===== config.mk =====
export PLATFORM = sky130hd
export DESIGN_NAME = sync_hunt_detector
export DESIGN_NICKNAME = d
export VERILOG_FILES = /design/src/rtl/sh_pkg.sv /design/src/rtl/sh_hunt_shreg.sv /design/src/rtl/sh_sync_cmp.sv /design/src/rtl/sh_hunt_ctrl.sv /design/src/rtl/sh_char_framer.sv /design/src/rtl/sync_hunt_detector.sv
export SDC_FILE = /design/constraint.sdc
export NUM_CORES = 1
export LEC_CHECK = 0
export BUFFER_PORTS_ARGS = -buffer_cell sky130_fd_sc_hd__buf_2
export CAP_MARGIN = 5
export CORE_ASPECT_RATIO = 0.7
export CORE_MARGIN = 2
export CORE_UTILIZATION = 50
export DETAILED_ROUTE_END_ITERATION = 8
export PLACE_DENSITY = 0.76
export SLEW_MARGIN = 0
export SYNTH_ARGS = -nofsm -noshare
export SYNTH_HDL_FRONTEND = slang
export SYNTH_SLANG_ARGS = --single-unit

===== constraint.sdc =====
create_clock -name clk -period 2.8 [get_ports clk]
set_input_delay 0.56 -clock clk [delete_from_list [all_inputs] [get_ports clk]]
set_output_delay 0.56 -clock clk [all_outputs]
set_load 0.02 [all_outputs]

===== src/rtl/sh_pkg.sv =====
// Package: shared types for the synchronous character hunt detector.
// Assumes: nothing beyond IEEE 1800-2017.
package sh_pkg;

    // Hunt progress while searching for one or two sync characters.
    typedef enum logic {
        PH_FIRST  = 1'b0,   // looking for the first sync pattern
        PH_SECOND = 1'b1    // first pattern found, collecting the second
    } hunt_phase_e;

endpackage


===== src/rtl/sh_hunt_shreg.sv =====
// Module: sh_hunt_shreg
// Holds the last MAX_W received bits (newest in the MSB) and presents the
// character-length window that the register will hold once the current bit
// has been shifted in, aligned so that the earliest bit sits at bit 0.
// Assumes: char_len is between 1 and MAX_W and is stable while bits arrive.
module sh_hunt_shreg #(
    parameter int MAX_W = 8,
    parameter int LEN_W = 4
) (
    input  logic             clk,
    input  logic             rst_n,
    input  logic             preset,
    input  logic             shift_en,
    input  logic             bit_in,
    input  logic [LEN_W-1:0] char_len,
    output logic [MAX_W-1:0] window
);

    logic [MAX_W-1:0] sr_q;
    logic [MAX_W-1:0] sr_next;
    logic [LEN_W-1:0] shift_amt;

    // Value the register takes when the current bit is accepted.
    always_comb begin
        sr_next   = {bit_in, sr_q[MAX_W-1:1]};
        shift_amt = LEN_W'(MAX_W) - char_len;
        window    = sr_next >> shift_amt;
    end

    // Shift register: all ones at reset and on preset, shifts on each bit.
    always_ff @(posedge clk) begin
        if (!rst_n) begin
            sr_q <= '1;
        end else if (preset) begin
            sr_q <= '1;
        end else if (shift_en) begin
            sr_q <= sr_next;
        end
    end

endmodule


===== src/rtl/sh_sync_cmp.sv =====
// Module: sh_sync_cmp
// Compares the aligned window with each programmed sync pattern, masked to
// the character length. Purely combinational.
// Assumes: window bits at and above char_len are zero.
module sh_sync_cmp #(
    parameter int MAX_W    = 8,
    parameter int LEN_W    = 4,
    parameter int NUM_SYNC = 2
) (
    input  logic [NUM_SYNC-1:0][MAX_W-1:0] patterns,
    input  logic [MAX_W-1:0]               window,
    input  logic [LEN_W-1:0]               char_len,
    output logic [NUM_SYNC-1:0]            hit
);

    logic [MAX_W-1:0] len_mask;
    logic [LEN_W-1:0] shift_amt;

    // Mask that keeps the low char_len bits of a pattern.
    always_comb begin
        shift_amt = LEN_W'(MAX_W) - char_len;
        len_mask  = {MAX_W{1'b1}} >> shift_amt;
    end

    // One equality comparator per sync pattern.
    for (genvar g = 0; g < NUM_SYNC; g++) begin : g_cmp
        always_comb begin
            hit[g] = (window == (patterns[g] & len_mask));
        end
    end

endmodule


===== src/rtl/sh_hunt_ctrl.sv =====
// Module: sh_hunt_ctrl
// Hunt control: tracks single or double sync progress, detects external
// sync edges, owns the hunting state and the sync-detect status flag.
// Assumes: hit[0] is the first pattern, hit[1] the second, both valid in a
// cycle with bit_valid; ext_sync_in is already synchronous to clk.
module sh_hunt_ctrl
    import sh_pkg::*;
#(
    parameter int LEN_W = 4,
    parameter int CNT_W = 3
) (
    input  logic             clk,
    input  logic             rst_n,
    input  logic             enter_hunt,
    input  logic             bit_valid,
    input  logic             ext_mode,
    input  logic             double_mode,
    input  logic             ext_sync_in,
    input  logic             status_read,
    input  logic [1:0]       hit,
    input  logic [LEN_W-1:0] char_len,
    output logic             hunting,
    output logic             syndet,
    output logic             sync_found
);

    hunt_phase_e      phase_q;
    logic [CNT_W-1:0] pcnt_q;
    logic             hunting_q;
    logic             syndet_q;
    logic             ext_q;

    logic             ext_edge;
    logic             int_check;
    logic             second_done;
    logic             int_found;
    logic             ext_found;

    // Event decode for the current cycle.
    always_comb begin
        ext_edge    = ext_mode & ext_sync_in & ~ext_q;
        int_check   = hunting_q & ~ext_mode & bit_valid & ~enter_hunt;
        second_done = (phase_q == PH_SECOND) &&
                      (pcnt_q == CNT_W'(char_len - LEN_W'(1)));
        int_found   = int_check &
                      (((phase_q == PH_FIRST) & hit[0] & ~double_mode) |
                       (second_done & hit[1]));
        ext_found   = ext_edge & hunting_q & ~enter_hunt;
        sync_found  = int_found | ext_found;
    end

    // Previous external input level for edge detection.
    always_ff @(posedge clk) begin
        if (!rst_n) begin
            ext_q <= 1'b0;
        end else begin
            ext_q <= ext_sync_in;
        end
    end

    // Double-sync progress: phase and bit count after the first pattern.
    always_ff @(posedge clk) begin
        if (!rst_n) begin
            phase_q <= PH_FIRST;
            pcnt_q  <= '0;
        end else if (enter_hunt || sync_found) begin
            phase_q <= PH_FIRST;
            pcnt_q  <= '0;
        end else if (int_check) begin
            if (phase_q == PH_FIRST) begin
                if (hit[0] && double_mode) begin
                    phase_q <= PH_SECOND;
                    pcnt_q  <= '0;
                end
            end else if (second_done) begin
                phase_q <= hit[0] ? PH_SECOND : PH_FIRST;
                pcnt_q  <= '0;
            end else begin
                pcnt_q <= pcnt_q + CNT_W'(1);
            end
        end
    end

    // Hunting state: set by command, cleared when sync is found.
    always_ff @(posedge clk) begin
        if (!rst_n) begin
            hunting_q <= 1'b1;
        end else if (enter_hunt) begin
            hunting_q <= 1'b1;
        end else if (sync_found) begin
            hunting_q <= 1'b0;
        end
    end

    // Sync-detect flag: set by any sync event, cleared by a status read.
    always_ff @(posedge clk) begin
        if (!rst_n) begin
            syndet_q <= 1'b0;
        end else if (int_found || ext_edge) begin
            syndet_q <= 1'b1;
        end else if (status_read) begin
            syndet_q <= 1'b0;
        end
    end

    assign hunting = hunting_q;
    assign syndet  = syndet_q;

endmodule


===== src/rtl/sh_char_framer.sv =====
// Module: sh_char_framer
// Counts accepted bits once alignment is held and emits a boundary strobe
// with the assembled character every char_len bits.
// Assumes: restart is a one-cycle pulse in the cycle the hunt ends.
module sh_char_framer #(
    parameter int MAX_W = 8,
    parameter int LEN_W = 4,
    parameter int CNT_W = 3
) (
    input  logic             clk,
    input  logic             rst_n,
    input  logic             restart,
    input  logic             enter_hunt,
    input  logic             hunting,
    input  logic             bit_valid,
    input  logic [MAX_W-1:0] window,
    input  logic [LEN_W-1:0] char_len,
    output logic             char_strobe,
    output logic [MAX_W-1:0] char_data
);

    logic [CNT_W-1:0] fcnt_q;
    logic             count_en;
    logic             last_bit;
    logic             strobe_q;
    logic [MAX_W-1:0] data_q;

    // Decode of a counted bit and of the last bit of a character.
    always_comb begin
        count_en = ~hunting & bit_valid & ~enter_hunt;
        last_bit = (fcnt_q == CNT_W'(char_len - LEN_W'(1)));
    end

    // Bit position inside the current character.
    always_ff @(posedge clk) begin
        if (!rst_n) begin
            fcnt_q <= '0;
        end else if (restart) begin
            fcnt_q <= '0;
        end else if (count_en) begin
            fcnt_q <= last_bit ? '0 : fcnt_q + CNT_W'(1);
        end
    end

    // Boundary strobe and held character.
    always_ff @(posedge clk) begin
        if (!rst_n) begin
            strobe_q <= 1'b0;
            data_q   <= '0;
        end else begin
            strobe_q <= count_en & last_bit & ~restart;
            if (count_en && last_bit && !restart) begin
                data_q <= window;
            end
        end
    end

    assign char_strobe = strobe_q;
    assign char_data   = data_q;

endmodule


===== src/rtl/sync_hunt_detector.sv =====
// Module: sync_hunt_detector (top)
// Synchronous-mode receive alignment: hunts for one or two sync characters
// or takes an external sync event, reports sync-detect status with
// clear-on-read, then frames characters of 5 to MAX_W bits.
// Assumes: configuration inputs are static while bits arrive; one bit per
// rx_bit_valid pulse; all inputs synchronous to clk.
module sync_hunt_detector #(
    parameter int MAX_W      = 8,
    parameter int MIN_W      = 5,
    parameter int LEN_CODE_W = 2
) (
    input  logic                  clk,
    input  logic                  rst_n,
    input  logic                  rx_bit_valid,
    input  logic                  rx_bit,
    input  logic [LEN_CODE_W-1:0] cfg_char_len,
    input  logic                  cfg_double_sync,
    input  logic                  cfg_ext_sync,
    input  logic [MAX_W-1:0]      sync_pat_a,
    input  logic [MAX_W-1:0]      sync_pat_b,
    input  logic                  cmd_enter_hunt,
    input  logic                  ext_sync_in,
    input  logic                  status_read,
    output logic                  syndet,
    output logic                  hunting,
    output logic                  char_strobe,
    output logic [MAX_W-1:0]      char_data
);

    localparam int LEN_W    = $clog2(MAX_W + 1);
    localparam int CNT_W    = $clog2(MAX_W);
    localparam int NUM_SYNC = 2;

    logic [LEN_W-1:0]              char_len;
    logic [MAX_W-1:0]              window;
    logic [NUM_SYNC-1:0][MAX_W-1:0] patterns;
    logic [NUM_SYNC-1:0]           hit;
    logic                          sync_found;
    logic                          hunting_i;

    // Character length in bits and the pattern bank.
    always_comb begin
        char_len    = LEN_W'(MIN_W) + LEN_W'(cfg_char_len);
        patterns[0] = sync_pat_a;
        patterns[1] = sync_pat_b;
    end

    sh_hunt_shreg #(
        .MAX_W (MAX_W),
        .LEN_W (LEN_W)
    ) u_shreg (
        .clk      (clk),
        .rst_n    (rst_n),
        .preset   (cmd_enter_hunt),
        .shift_en (rx_bit_valid),
        .bit_in   (rx_bit),
        .char_len (char_len),
        .window   (window)
    );

    sh_sync_cmp #(
        .MAX_W    (MAX_W),
        .LEN_W    (LEN_W),
        .NUM_SYNC (NUM_SYNC)
    ) u_cmp (
        .patterns (patterns),
        .window   (window),
        .char_len (char_len),
        .hit      (hit)
    );

    sh_hunt_ctrl #(
        .LEN_W (LEN_W),
        .CNT_W (CNT_W)
    ) u_ctrl (
        .clk         (clk),
        .rst_n       (rst_n),
        .enter_hunt  (cmd_enter_hunt),
        .bit_valid   (rx_bit_valid),
        .ext_mode    (cfg_ext_sync),
        .double_mode (cfg_double_sync),
        .ext_sync_in (ext_sync_in),
        .status_read (status_read),
        .hit         (hit),
        .char_len    (char_len),
        .hunting     (hunting_i),
        .syndet      (syndet),
        .sync_found  (sync_found)
    );

    sh_char_framer #(
        .MAX_W (MAX_W),
        .LEN_W (LEN_W),
        .CNT_W (CNT_W)
    ) u_framer (
        .clk         (clk),
        .rst_n       (rst_n),
        .restart     (sync_found),
        .enter_hunt  (cmd_enter_hunt),
        .hunting     (hunting_i),
        .bit_valid   (rx_bit_valid),
        .window      (window),
        .char_len    (char_len),
        .char_strobe (char_strobe),
        .char_data   (char_data)
    );

    assign hunting = hunting_i;

endmodule


Yosys cells after proc, flatten, opt, wreduce, memory -nomap -nowiden
Index checks and enable logic that the tools add are counted.
{ "op_classes": {"bitwise_logic": 27, "shifts": 2, "addsub": 5, "mux": 10, "n_eq_ne": 4, "n_reduce_logical": 13} }
{ "ops": {"columns": ["operator", "count"], "rows": [
  ["$and A8 B8 Y8", 2],
  ["$eq A8 B8 Y1", 2],
  ["$and A1 B1 Y1", 15],
  ["$mux W3", 4],
  ["$not A1 Y1", 8],
  ["$shr A8 B4 Y8", 1],
  ["$shr A8 B4 Y8 const A", 1],
  ["$add A3 B1 Y3 const B", 2],
  ["$eq A3 B3 Y1", 2],
  ["$mux W1", 6],
  ["$reduce_or A2 Y1", 3],
  ["$add A3 B2 Y4 const A", 1],
  ["$logic_and A1 B1 Y1", 4],
  ["$reduce_bool A2 Y1", 2],
  ["$sub A4 B4 Y4 const A", 1],
  ["$sub A3 B1 Y3 const B", 1],
  ["$logic_or A1 B1 Y1", 2],
  ["$or A1 B1 Y1", 2],
  ["$reduce_and A2 Y1", 1],
  ["$logic_not A1 Y1", 1]
]} }
{ "word_totals": {"register_bits": 27, "word_cells": 70, "inputBits": 27} }

Logic depth before layout (Yosys ltp)
Gate-level depths: netlist (run 1).
{ "depth": {"depth_word": 12, "ltp_mapped": 12} }

By module
Synthesis (run 1) repeated with hierarchy kept, for this count alone.
{ "hier_totals": {"cells_unflattened": 261, "hier_area_um2": 2195.9} }
{ "modules_own_cells": {"columns": ["mod", "instances", "seq_area_each_um2", "area_each_um2", "cells_each"], "rows": [
  ["sh_char_framer", 1, 240.2, 605.6, 64],
  ["sh_hunt_shreg", 1, 140.1, 570.5, 60],
  ["sh_sync_cmp", 1, 0.0, 528.0, 78],
  ["sh_hunt_ctrl", 1, 140.1, 459.2, 55],
  ["sync_hunt_detector", 1, 0.0, 32.5, 4]
]} }

Worst setup path before layout (run 1)
No wires, ideal clock.
{ "synth_path": {"path_kind": "input to register", "start": "input cfg_char_len[0]", "end": "register u_framer.fcnt_q[0]", "required_time_ps": 2673, "cell_stages": 9, "setup_slack_ps": 44, "arrival_time_ps": 2629, "cell_sequence": "buf_6 > inv_2 > ha_1 > mux4_1 > xnor2_2 > o211ai_2 > or4_1 > o32ai_2 > nor3_1"} }
{ "synth_via": {"elab_chain_cells": 11, "elab_cells_between_ends": 20, "classes_between": "add/sub (3); eq/ne (4); shift (2); mux (1); bitwise (8); reduce/logical (2)"} }
{ "synth_rtl": {"columns": ["element", "line", "source"], "rows": [
  ["from (decl)", "sync_hunt_detector.sv:16", "input logic [LEN_CODE_W-1:0] cfg_char_len,"],
  ["$add A3 B2 Y4 (*)", "sync_hunt_detector.sv:43", "char_len = LEN_W'(MIN_W) + LEN_W'(cfg_char_len);"],
  ["$sub A4 B4 Y4", "sh_hunt_shreg.sv:26, sh_sync_cmp.sv:21", null],
  ["$shr A8 B4 Y8", "sh_sync_cmp.sv:22", "len_mask = {MAX_W{1'b1}} >> shift_amt;"],
  ["$and A8 B8 Y8", "sh_sync_cmp.sv:28", "hit[g] = (window == (patterns[g] & len_mask));"],
  ["$eq A8 B8 Y1", "sh_sync_cmp.sv:28", null],
  ["$and A1 B1 Y1 (2 in series)", "sh_hunt_ctrl.sv:46", "(((phase_q == PH_FIRST) & hit[0] & ~double_mode) |"],
  ["$or A1 B1 Y1", "sh_hunt_ctrl.sv:46", null],
  ["$and A1 B1 Y1", "sh_hunt_ctrl.sv:45", "int_found = int_check &"],
  ["$or A1 B1 Y1", "sh_hunt_ctrl.sv:49", "sync_found = int_found | ext_found;"],
  ["$reduce_or A2 Y1 (no line)", null, null],
  ["to (signal assigned)", "sh_char_framer.sv:41", "fcnt_q <= last_bit ? '0 : fcnt_q + CNT_W'(1);"],
  ["to (decl)", "sh_char_framer.sv:22", "logic [CNT_W-1:0] fcnt_q;"]
]} }
Every way passes the cells marked *; elsewhere a longest branch is shown, timed or not.
A chain may end at the register's enable or synchronous reset.

Final worst setup path (run 1)
{ "layout_path": {"start": "input cfg_char_len[1]", "end": "register u_framer.fcnt_q[0]"} }
The elaborated chain is that of the path after synthesis.

==> results.txt, run 1 <==
* Result of the run: finished, final reports clean
* Reported leakage power: 1.017 nW
- Grt total ovfl: 0
- 38 I/O pins were placed.
* Power density of the placed cells: 375.6 nW/um^2
- Std-Cell Core Area: 3899 sq um
- Drt drc: 0
- When the netlist entered floorplanning its net count stood at about 250.
- The filler cells instantiated in the layout total 372.
- First-pass iteration count of the detailed router: 4
* Final Max Tran Viols: 0
- Setup violations remaining at the end of the flow were counted as 0.
* Share of total power consumed by net switching: approximately 27%
- Synthesized-area fraction occupied by xor and xnor cells: 11.52%
- Summed over all nets, the switching power comes to between 0.0002 and 0.00025 W.
- Summing the areas of all compound-gate instances in the mapped netlist gives 12.76% of the synthesized area.
- Detailed-placement wirelength estimate: 3884 um
- Counting every instance in the synthesized netlist gives 221.
- Syn Area/Cell: 9.138 sq um
- Startpoint of the worst register-to-register path: u_shreg.sr_q[4]
* DIE WIDTH: 79.96 um
- Count of antenna-violating nets left after detailed routing: 0
* Violation count after the first detailed-routing iteration: about 120
- Required time at the worst-slack endpoint: about 3.0 ns
- The synthesized design contains 26 register bits.
- Number of antenna violations at the first check in global routing: 0
- Share of power burned in registers: about two fifths
- Of the post-synthesis cell area, the part taken by muxes is 17.97%.
- Setup slack, reg-to-reg: 0.59 ns
- Unrepaired setup endpoints after global routing: no
- Total placed cells including tap cells: 319
- Final setup skew: 0.003613 ns
- Total number of vias: about 1.9k
- Worst path top cell family by delay: multiplexers
* Post-synth ARST share: 0%
- Share of post-route cells with drive strength above 1: 27.68%
- No sink is reached through more buffers than the 2 on the longest clock path.
* Fin nets: between 300 and 400
- CTS sink cnt: 26
- Clock power share: between 30% and 40%
* Routed via count divided by cell count: 5.743
* Total Power Consumption: a little over 0.0009 W
- Worst hold slack across all endpoints: 0.4550 ns
- The initial utilization of the core area, before any placement, comes to 51.80%.
- Slew of the pin with the lowest slew margin: 0.4648 ns
- The largest single stage delay on the critical path is 0.70 ns.
- The repair_antennas step left the layout with diodes totalling 0.
- Crit Path Max Fanout: 7
- Port bufs: 37
* Post-Synth Simple-Gate Area: about a quarter
- Max Cap Viol: 0
- Of the available clock period, the critical path in the final layout requires a little over nine tenths.
* Clock H-tree levels: 1
- Post-route non-filler standard cell count: approximately 320
* Endpoint of the most critical register-to-register path: u_ctrl.phase_q
- Total detailed-routing wirelength: around 5000 um
* Number of setup buffers added after CTS: 0
- After synthesis the cells add up to 2019 sq um.
* Die span in y: 57.17 um
- The path with the worst hold slack has its endpoint at u_framer.char_data[6].
* Setup tns final: 0 ns
- Count of flip-flops with a built-in enable after synthesis: 0
* Final weighted congestion of routability-driven global placement: 0.8745
- The die covers 4571 sq um.
- The number of clock buffers added by TritonCTS is 3.
* Internal power: around 0.00066 W
* Shortest period the worst path allows: 2.672 ns
- The cell sitting at the root of the clock tree is a sky130_fd_sc_hd__clkbuf_8.
* Worst path buffer plus inverter count: 2
- Cells traversed along the worst timing path: buf_2 -> inv_1 -> ha_1 -> mux4_1 -> xnor2_2 -> o211ai_2 -> or4_1 -> o32ai_2 -> nor3_1
* Global-route wire length before repair: 8079 um
- TritonCTS built the clock tree.
* Nature of the critical path startpoint: input port
* Total global routing track utilization: 22.88%
- In this run the tightest slew margin relative to its limit is 68.13%.
- After synthesis, the netlist uses 55 different library cells.
- With fillers left out, the area of the finished cells amounts to 2416 sq um.
- Clock latency at the later pin of the worst-skew pair: 0.28 ns
- For the worst setup path, the data arrival time is 2.83 ns.
- Launch instance of the worst min-delay path: u_framer.char_data[6]
* Cell with the largest stage delay on the worst path: sky130_fd_sc_hd__mux4_1
* Setup crit end kind: register
- VDD sags by at most 0.0002409 V.
* Worst r2r path cells: 6
- After detailed routing, the average wire length per cell comes to 15.45 um.
* Vias in the first global route: 1,670
- Compared with the post-synthesis result, the final layout area differs by 19.64%.
- Entering global routing, the biggest net connects 23 pins.
* Min-Delay Path Depth: 2
- The critical path is of the in2reg type.
- Combinational cells account for 23.7% of the total power.
- After synthesis, the largest family of logic cells by area is simple AND/OR/NAND/NOR gates.
- Clock-pin slew was measured on the worst setup and hold paths at 0.10 ns.
- Summing all placed instances gives a cell area of 2338 sq um.
- Yosys Warn Count: 0
* Sequential-to-total area share from yosys stat: 25.77%
- Highest clock frequency the design can meet: between 0.3 and 0.4 GHz
- Number of cell rows: 19
- The synthesized netlist devotes 3.717% of its cell area to adder and majority cells.
- For this run, the leading register cell type out of synthesis is sky130_fd_sc_hd__dfxtp_1.
* Type of the worst min-delay path: reg2reg
* Final hold viol count: 0
Yosys cell counts, types with 2 or more instances:
cell type / instances / area share (%)
sky130_fd_sc_hd__dfxtp_1: 26 / 26
sky130_fd_sc_hd__mux2i_1: 25 / 12
sky130_fd_sc_hd__nand2_1: 24 / 4.5
sky130_fd_sc_hd__nor3_1: 15 / 3.7
sky130_fd_sc_hd__xnor2_1: 14 / 6.1
sky130_fd_sc_hd__nor2b_1: 12 / 3.7
sky130_fd_sc_hd__nor2_1: 8 / 1.5
sky130_fd_sc_hd__o21ai_0: 8 / 2.0
sky130_fd_sc_hd__xor2_1: 7 / 3.0
sky130_fd_sc_hd__ha_1: 6 / 3.7
sky130_fd_sc_hd__nand3_1: 5 / 1.2
sky130_fd_sc_hd__buf_6: 4 / 2.2
sky130_fd_sc_hd__inv_1: 4 / 0.74
sky130_fd_sc_hd__nand3b_1: 4 / 1.5
sky130_fd_sc_hd__a21oi_1: 3 / 0.74
sky130_fd_sc_hd__and2_1: 3 / 0.93
sky130_fd_sc_hd__mux4_1: 3 / 3.9
sky130_fd_sc_hd__o21ai_1: 3 / 0.74
sky130_fd_sc_hd__or4_1: 3 / 1.1
sky130_fd_sc_hd__a21boi_1: 2 / 0.74
sky130_fd_sc_hd__buf_2: 2 / 0.50
sky130_fd_sc_hd__buf_4: 2 / 0.74
sky130_fd_sc_hd__clkbuf_1: 2 / 0.37
sky130_fd_sc_hd__nand2b_1: 2 / 0.62
sky130_fd_sc_hd__nor4_1: 2 / 0.62
sky130_fd_sc_hd__o211ai_1: 2 / 0.74
sky130_fd_sc_hd__xnor2_2: 2 / 1.6
per-layer routing:
| layer | GRT usage, % | routed length [um] | up-vias |
|---|---|---|---|
| li1 | - | - | 900 |
| met1 | 33.07 | 2223 | 867 |
| met2 | 35.95 | 2260 | 82 |
| met3 | 4.747 | 462 | 6 |
| met4 | 4.116 | 43 | 0 |
| met5 | 0 | 0 | - |
area by class of cell:
class / instances / area [sq um] / share of cell area (%)
inverter: 5 / 18.77 / 0.7768
clock inverter: 1 / 30.03 / 1.243
multi-input combinational: 179 / 1405 / 58.16
sequential: 26 / 520.5 / 21.54
tap: 52 / 65.06 / 2.693
timing repair buffer: 57 / 335.3 / 13.88
clock buffer: 3 / 41.29 / 1.709
layout by cell type, fill, tap and decap left out, drive strengths merged, types with 2 or more instances in the layout:
master,n
nand2,24
nand3,5
mux2i,25
and2,3
xnor2,16
dfxtp,26
xor2,8
a21boi,2
inv,5
mux4,4
nor2,8
ha,6
o211ai,3
buf,57
nor4,2
nor2b,12
a21oi,3
or4,3
nand2b,2
nor3,15
nand3b,4
clkbuf,3
o21ai,11
state kept, by name, indices dropped and copies added (netlist names):
| signal | cells |
|---|---|
| u_framer.char_data | 8 |
| u_shreg.sr_q | 7 |
| u_ctrl.pcnt_q | 3 |
| u_framer.fcnt_q | 3 |
| u_ctrl.ext_q | 1 |
| u_ctrl.hunting | 1 |
| u_ctrl.phase_q | 1 |
| u_ctrl.syndet | 1 |
| u_framer.char_strobe | 1 |
kinds of logic after synthesis:
group	Yosys count
DFF	26
xor gates and xnor gates	24
adders and majority gates	6
buffers and inverters	16
AOI/OAI and AO/OA	33
and+or+nand+nor	86
muxes	30
worst min-delay path: cells and delay by family, from the launching register on:
family,cells,cell delay (ns)
compound gates,1,0.05
flops,1,0.32
simple gates,1,0.05
through the flow:
| step | utilization, % | setup WS [ns] |
|---|---|---|
| 3_3_place_gp | 59.98 | -0.04239 |
| 5_1_grt | 61.97 | 0.01419 |
| 3_5_place_dp | 59.98 | -0.1378 |
| 4_1_cts | 61.81 | 0.1527 |
| 2_1_floorplan | - | 0.04418 |
| 6_report | 61.97 | 0.1284 |
what timing repair did:
action                     CTS  global route
hold buffers                 0             0
setup endpoints to repair    0             1
gates resized for setup      0             1
power by group through the flow:
stage                     Sequential (W)  Combinational (W)  Clock, W
final                           0.000375           0.000215  0.000317
after global routing            0.000376           0.000231  0.000338
after CTS                       0.000375           0.000212  0.000324
after detailed placement        0.000384           0.000209         0
after global placement          0.000384           0.000204         0
after floorplan                 0.000384           0.000136         0
worst max-delay path by stage:
stage | start | to | slack [ns] | cells past startpoint
after floorplan | cfg_char_len[0] | u_framer.fcnt_q[0] | 0.04 | 9
after global placement | cfg_char_len[1] | u_framer.fcnt_q[0] | -0.04 | 9
after detailed placement | cfg_char_len[1] | u_framer.fcnt_q[0] | -0.14 | 9
after CTS | cfg_char_len[1] | u_framer.fcnt_q[0] | 0.15 | 9
after global routing | cfg_char_len[1] | u_ctrl.hunting | 0.01 | 10
final | cfg_char_len[1] | u_framer.fcnt_q[0] | 0.13 | 9
Note: power is estimated with default switching activity, not from simulation.
==> inputs of run 2 (changes only) <==
--- a/config.mk
+++ b/config.mk
@@ -10,7 +10,7 @@
 export CORE_ASPECT_RATIO = 0.7
 export CORE_MARGIN = 2
-export CORE_UTILIZATION = 50
+export CORE_UTILIZATION = 56
 export DETAILED_ROUTE_END_ITERATION = 8
-export PLACE_DENSITY = 0.76
+export PLACE_DENSITY = 0.8
 export SLEW_MARGIN = 0
 export SYNTH_ARGS = -nofsm -noshare
==> constraint.sdc (replaced) <==
create_clock -name clk -period 2.6 [get_ports clk]
set_input_delay 0.39 -clock clk [delete_from_list [all_inputs] [get_ports clk]]
set_output_delay 0.39 -clock clk [all_outputs]
set_load 0.02 [all_outputs]
==> results.txt, run 2 (synthesis results as in run 1) <==
- Unrepaired setup endpoints after global routing: no
- The startpoint identified for the worst register-to-register timing path is u_shreg.sr_q[3].
- The design internal power is 0.0007168 W (+7.9%).
- Critical path class: in2reg
- Die span in y: 54.24 um (-5.1%)
* Max-slew headroom: 57.26% (-11 points)
* Combinational cell fraction of total power: 23.4% (-0.3 points)
* Drt wl/cell: 15.60 um (+1.0%)
- Launch instance of the worst min-delay path: ext_sync_in
- The critical path starts at cfg_char_len[1].
* Worst r2r path cells: 5 (-1)
- The first-pass GRT wire length is 8238 um (+2.0%).
* Routed via count divided by cell count: 5.776 (+0.58%)
- The count of endpoints failing hold in the final timing report came to 0 (unchanged).
- CTS sink cnt: 26 (unchanged)
- Required time at the worst-slack endpoint: 2.83 ns (-0.13 ns)
- Number of clock buffers inserted by TritonCTS: 3 (unchanged)
- Clock H-tree levels: 1 (unchanged)
* Nature of the critical path startpoint: input port
- Share of power burned in registers: 41.1% (-0.2 points)
- Violation count after the first detailed-routing iteration: 141 (+22%)
- Share of the clock period used by the worst path: 92.81%
* Initial core utilization: 57.85% (+6.1 points)
* Total placed cells including tap cells: 318 (-0.31%)
- The number of nets with antenna violations after routing came to 0 (unchanged).
* Crit Path Max Fanout: 6 (-1)
- The number of remaining DRC errors came to 0 (unchanged).
* Post-route non-filler standard cell count: 322 (-0.31%)
- The length of the first detailed-routing pass in iterations is 4 (unchanged).
* Routed met2 length: 2259 um (about the same)
- I/O pins: 38 (unchanged)
* Share of post-route cells with drive strength above 1: 28.68% (+1.0 points)
- Power dissipated by switching net loads: 0.0002658 W (+9.2%)
- The count of max-cap constraint violations is 0 (unchanged).
* Final weighted congestion of routability-driven global placement: 0.8801 (+0.64%)
- Met1 WL: 2370 um (+6.6%)
- Final setup skew: 0.01271 ns (+0.009094 ns)
- Setup crit end kind: register
* Post-CTS sizing: 0 (unchanged)
* Number of buffers on the longest clock path: 2 (unchanged)
- Number of setup buffers added after CTS: 0 (unchanged)
- The clock slew at the register clock pins of the worst setup and hold paths was 0.10 ns (about the same).
* Highest clock frequency the design can meet: roughly 0.41 GHz
- The die outline area came to 4110 sq um (-10%).
- The all-layer global routing usage came to 27.15% (+4.3 points).
* Worst setup slack after placement: -0.1245 ns (+0.01326 ns)
- CP arrival: 2.65 ns (-0.18 ns)
* Maximum number of pins on one net before global-route repair: 17 (-26%)
* Area Growth Syn to Fin: 20.20%
- Detailed-placement wirelength estimate: 3938 um (+1.4%)
- Port bufs: 37 (unchanged)
- Most common cell after layout, fill and taps aside: sky130_fd_sc_hd__buf_2
- Slew of the pin with the lowest slew margin: 0.6352 ns (+0.1704 ns)
- Reported leakage power: 1.019 nW (+0.19%)
* Worst IR drop on VDD: 0.0003422 V (+42%)
- Type of the worst min-delay path: in2reg
* Fin nets: 306 (+0.33%)
- Filler Cell Count: 290 (-22%)
* Endpoint of the most critical register-to-register path: u_ctrl.phase_q
- Setup slack, reg-to-reg: 0.52 ns (-0.07 ns)
- The post-detailed-placement cell area is 2344 sq um (+0.21%).
- The insertion delay of the later-clocked pin in the worst-skew pair was 0.29 ns (about the same).
* Share of total power consumed by net switching: 27.05% (+0.24 points)
* TritonCTS clock tree: done
* Total detailed-routing wirelength: 5024 um (+0.70%)
* Commonest cells after routing, fill and taps aside: sky130_fd_sc_hd__buf_2, sky130_fd_sc_hd__dfxtp_1, sky130_fd_sc_hd__mux2i_1, sky130_fd_sc_hd__nand2_1, sky130_fd_sc_hd__buf_4
* Critical path destination: u_ctrl.phase_q
* Power density of the placed cells: 404.8 nW/um^2 (+7.8%)
- In this run the top signal layer used is met4.
- Final Max Tran Viols: 0 (unchanged)
- The power share of the clock group came to 35.5% (+0.6 points).
* Met3 layer wire length in the routed design: 348 um (-25%)
- The flow ran to the end, and the final reports show no timing, DRC or antenna violations.
* Grt total ovfl: 0 (unchanged)
- Total number of vias: 1,860 (+0.27%)
* Final worst setup slack: 0.1870 ns (+0.05854 ns)
- Min-Delay Path Depth: 2 (unchanged)
* Root Buffer Master: sky130_fd_sc_hd__clkbuf_8
- Number of antenna violations at the first check in global routing: 0 (unchanged)
- CTS Hold Buffers Added: 0 (unchanged)
* Total Power Consumption: 0.0009826 W (+8.3%)
- The total setup violations reported at the end of the flow is 0 (unchanged).
- The area of all placed cells without fillers was 2427 sq um (+0.47%).
- The worst path in the final design needs a cycle of ~2.4 ns, including I/O delays and setup.
- Max FFs per register: 8 (unchanged)
- DIE WIDTH: 75.78 um (-5.2%)
* Vias in the first global route: 1,734 (+3.8%)
* Number of cell rows: 18 (-1)
- The count of inserted antenna diode cells was 0 (unchanged).
- The placeable core area was 3491 sq um (-10%).
## run 2: cell types whose count changed in the layout (fill, tap and decap cells not counted), sizes merged
cell  before  now
buf       57   58
## run 2: worst max-delay path, cell delays in order
cell and delay, ns:
sky130_fd_sc_hd__buf_2 0.09, sky130_fd_sc_hd__inv_1 0.05, sky130_fd_sc_hd__ha_2 0.39, sky130_fd_sc_hd__buf_4 0.18, sky130_fd_sc_hd__mux2i_1 0.28, sky130_fd_sc_hd__mux2i_2 0.16
sky130_fd_sc_hd__nor4_2 0.33, sky130_fd_sc_hd__o2111ai_2 0.28, sky130_fd_sc_hd__o32a_1 0.41, sky130_fd_sc_hd__nor2_1 0.08
## run 2: cell type report
type                    instances  area, sq um  area share [%]
inverters                       5        18.77          0.7732
clock buffers                   3        41.29           1.701
clock inverters                 1        30.03           1.237
well taps                      50        62.56           2.577
flip-flops and latches         26        520.5           21.44
multi-input cells             179         1411           58.14
repair buffers                 58        342.8           14.12
## run 2: routing by layer
layer / up-vias / global-route usage (%)
met4: 0 / 5.263
met2: 60 / 43.39
met1: 889 / 38.29
li1: 903 / -
met3: 8 / 5.525
met5: - / 0
## run 2: how the worst min path moves through the flow
stage                                  to  slack, ns
global placement    u_framer.char_data[6]       0.44
CTS                          u_ctrl.ext_q       0.32
detailed placement  u_framer.char_data[7]       0.45
global route                 u_ctrl.ext_q       0.32
floorplan                 u_shreg.sr_q[1]       0.46
finish                       u_ctrl.ext_q       0.32
## run 2: per-stage QoR
| stage | hold WS, ns | setup TNS (ns) | utilization [%] |
|---|---|---|---|
| after floorplan | 0.4552 | 0 | - |
| after global placement | 0.4365 | -0.1218 | 67.13 |
| after detailed placement | 0.4514 | -0.7132 | 67.13 |
| after CTS | 0.3164 | 0 | 69.18 |
| after global routing | 0.3226 | 0 | 69.53 |
| final | 0.3229 | 0 | 69.53 |
## run 2: power groups by stage
stage               logic [W]  registers [W]  clock network (W)
floorplan            0.000147       0.000414                  0
global placement     0.000221       0.000413                  0
detailed placement   0.000226       0.000413                  0
CTS                  0.000227       0.000404           0.000354
global route         0.000250       0.000405           0.000369
finish               0.000230       0.000404           0.000348
==> inputs of run 3 (changes only) <==
Settings changed: MAX_ROUTING_LAYER set to met4, PLACE_DENSITY 0.8 to 0.82.
==> results.txt, run 3 (synthesis results as in run 1) <==
* Cells traversed along the worst timing path: buf_2 -> inv_1 -> ha_4 -> buf_4 -> mux2i_1 -> mux2_2 -> a221oi_2 -> nand2_1 -> o32ai_4 -> nor3_1
* Final weighted congestion of routability-driven global placement: 0.9162 (+4.1%)
- Vias in the first global route: 1,709 (-1.4%)
* Std-Cell Core Area: 3491 sq um (unchanged)
* Die outline area: 4110 sq um (unchanged)
- Setup repair after global routing left no endpoint under its margin.
- Required time at the worst-slack endpoint: 2.76 ns (-0.07 ns)
- The overall overflow remaining after global route is 0 (unchanged).
- The final-layout fill cell count came to 281 (-3.1%).
- The met2 layer wire length in the routed design is 2327 um (+3.0%).
- The worst max-slew margin expressed relative to the limit is 68.54% (+11 points).
- Total number of vias: 1,890 (+1.6%)
* Fin nets: 311 (+1.6%)
- Final setup skew: 0.002226 ns (-0.01048 ns)
* Highest clock frequency the design can meet: 0.4199 GHz (+1.3%)
- DP Area: 2381 sq um (+1.6%)
- The count of cells resized by post-cts repair came to 0 (unchanged).
- The maximum fanout encountered on the critical timing path was 10 (+4).
- The vertical die dimension came to 54.24 um (unchanged).
- Met1 WL: 2421 um (+2.2%)
- Worst path top cell family by delay: compound AO/OA/AOI/OAI gates
- The root buffer cell chosen for the clock tree is sky130_fd_sc_hd__clkbuf_8.
- Finished Cell Area: 2476 sq um (+2.0%)
* Clock H-tree levels: 1 (unchanged)
- Finish-stage setup viols: 0 (unchanged)
* Type of the worst min-delay path: in2reg
* Shortest period the worst path allows: 2.382 ns (-0.03149 ns)
- The wire length reported by the detailed router came to 5174 um (+3.0%).
- The worst reg-to-reg setup slack is 0.45 ns (-0.07 ns).
- Area Growth Syn to Fin: 22.61%
- The transition time of the tightest slew-check pin came to 0.4670 ns (-0.1682 ns).
- CTS sink cnt: 26 (unchanged)
- CP arrival: 2.54 ns (-0.11 ns)
* Number of buffers on the longest clock path: 2 (unchanged)
- Maximum number of pins on one net before global-route repair: 23 (+6)
- The highest metal layer carrying signal wires in the routed design is met4.
* Number of antenna violations at the first check in global routing: 0 (unchanged)
* Worst hold slack across all endpoints: 0.3275 ns (+0.004636 ns)
- Max FFs per register: 8 (unchanged)
- Total global routing track utilization: 27.32% (+0.17 points)
- The count of standard-cell rows is 18 (unchanged).
- Max Cap Viol: 0 (unchanged)
- Initial core utilization: 57.85% (unchanged)
* Power density of the placed cells: 394.8 nW/um^2 (-2.5%)
- Violation count after the first detailed-routing iteration: 163 (+16%)
- First-pass iteration count of the detailed router: 4 (unchanged)
- The number of pins with negative max-slew slack in the final report came to 0 (unchanged).
* Count of antenna-violating nets left after detailed routing: 0 (unchanged)
* Clock latency at the later pin of the worst-skew pair: 0.27 ns (-0.02 ns)
- Antenna cell count: 0 (unchanged)
- The share of the cycle needed by the critical path after routing is 91.60% (-1.2 points).
* Routed via count divided by cell count: 5.780 (about the same)
- The number of top-level design ports came to 38 (unchanged).
* Reported leakage power: 1.045 nW (+2.5%)
- Most common cell after layout, fill and taps aside: sky130_fd_sc_hd__buf_2
* Global-route wire length before repair: 7969 um (-3.3%)
* Worst path buffer plus inverter count: 3 (unchanged)
- The critical path's largest stage delay is 0.36 ns (-0.05 ns).
* Met3 layer wire length in the routed design: 343 um (-1.4%)
* Critical path class: in2reg
* Cell with the largest stage delay on the worst path: sky130_fd_sc_hd__mux2_2
- Nature of the critical path startpoint: input port
- Result of the run: finished, final reports clean
* Detailed-placement wirelength estimate: 3947 um (+0.24%)
* CTS Hold Buffers Added: 0 (unchanged)
* Port bufs: 37 (unchanged)
* CTS clock-pin slew for the worst setup and hold paths: 0.09 ns (about the same)
- The TritonCTS buffer count came to 3 (unchanged).
- Setup crit end kind: register
* Number of setup buffers added after CTS: 0 (unchanged)
- Commonest cells after routing, fill and taps aside: sky130_fd_sc_hd__buf_2, sky130_fd_sc_hd__buf_4, sky130_fd_sc_hd__dfxtp_1
- TritonCTS built the clock tree.
* Worst IR drop on VDD: 0.0003427 V (+0.14%)
* Share of post-route cells with drive strength above 1: 29.24% (+0.57 points)
- The overall die width came to 75.78 um (unchanged).
- The average detailed-routed wire length per instance was 15.82 um (+1.4%).
- The count of endpoints failing hold in the final timing report is 0 (unchanged).
- Drt drc: 0 (unchanged)
[run 3: cell count changes in the layout (fill, tap and decap cells not counted), sizes merged]
cell and change:
buf +5
[run 3: cell type report]
cell class | instances | area (sq um) | share of cell area (%)
clock buffers | 3 | 41.29 | 1.668
repair buffers | 63 | 380.4 | 15.36
well taps | 50 | 62.56 | 2.527
flip-flops and latches | 26 | 520.5 | 21.02
multi-input cells | 179 | 1423 | 57.45
inverters | 5 | 18.77 | 0.7580
clock inverters | 1 | 30.03 | 1.213
[run 3: path summary, 6_finish.rpt]
path | from | endpoint | depth (start not counted)
max | cfg_char_len[1] | u_framer.fcnt_q[0] | 10
min | ext_sync_in | u_ctrl.ext_q | 2
max reg2reg | u_shreg.sr_q[4] | u_ctrl.pcnt_q[2] | 7
min reg2reg | u_framer.char_data[7] | u_framer.char_data[7] | 2
[run 3: where the power goes]
part / switching (W) / internal, W / leakage (nW)
sequential: 0.00000311 / 0.000401 / 0.210
clock: 0.000124 / 0.000206 / 0.0357
combinational: 0.000127 / 0.000117 / 0.799
[run 3: stage by stage]
stage               setup slack (ns)  total power (W)  setup TNS (ns)  instances  util [%]
finish                        0.2185        0.0009775               0        327     70.93
global route                 0.09627         0.001021               0        327     70.93
global placement            -0.08273        0.0006399         -0.3190        323     68.21
detailed placement           -0.2058        0.0006462          -1.093        323     68.21
floorplan                    0.01418        0.0005605               0        221         -
CTS                          0.06652        0.0009756               0        327     70.25
[run 3: worst reg2reg max path, cell delays in order (launching register included)]
cell	delay (ns)
sky130_fd_sc_hd__dfxtp_1	0.49
sky130_fd_sc_hd__mux2i_1	0.19
sky130_fd_sc_hd__mux2i_1	0.35
sky130_fd_sc_hd__nor4b_2	0.29
sky130_fd_sc_hd__o2111ai_2	0.24
sky130_fd_sc_hd__buf_4	0.22
sky130_fd_sc_hd__nor3_1	0.20
sky130_fd_sc_hd__nor3_1	0.07
[run 3: layer usage]
metal	track usage [%]	up-vias
met2	41.81	89
met1	37.76	880
met5	-	-
li1	-	908
met3	5.157	13
met4	6.140	0
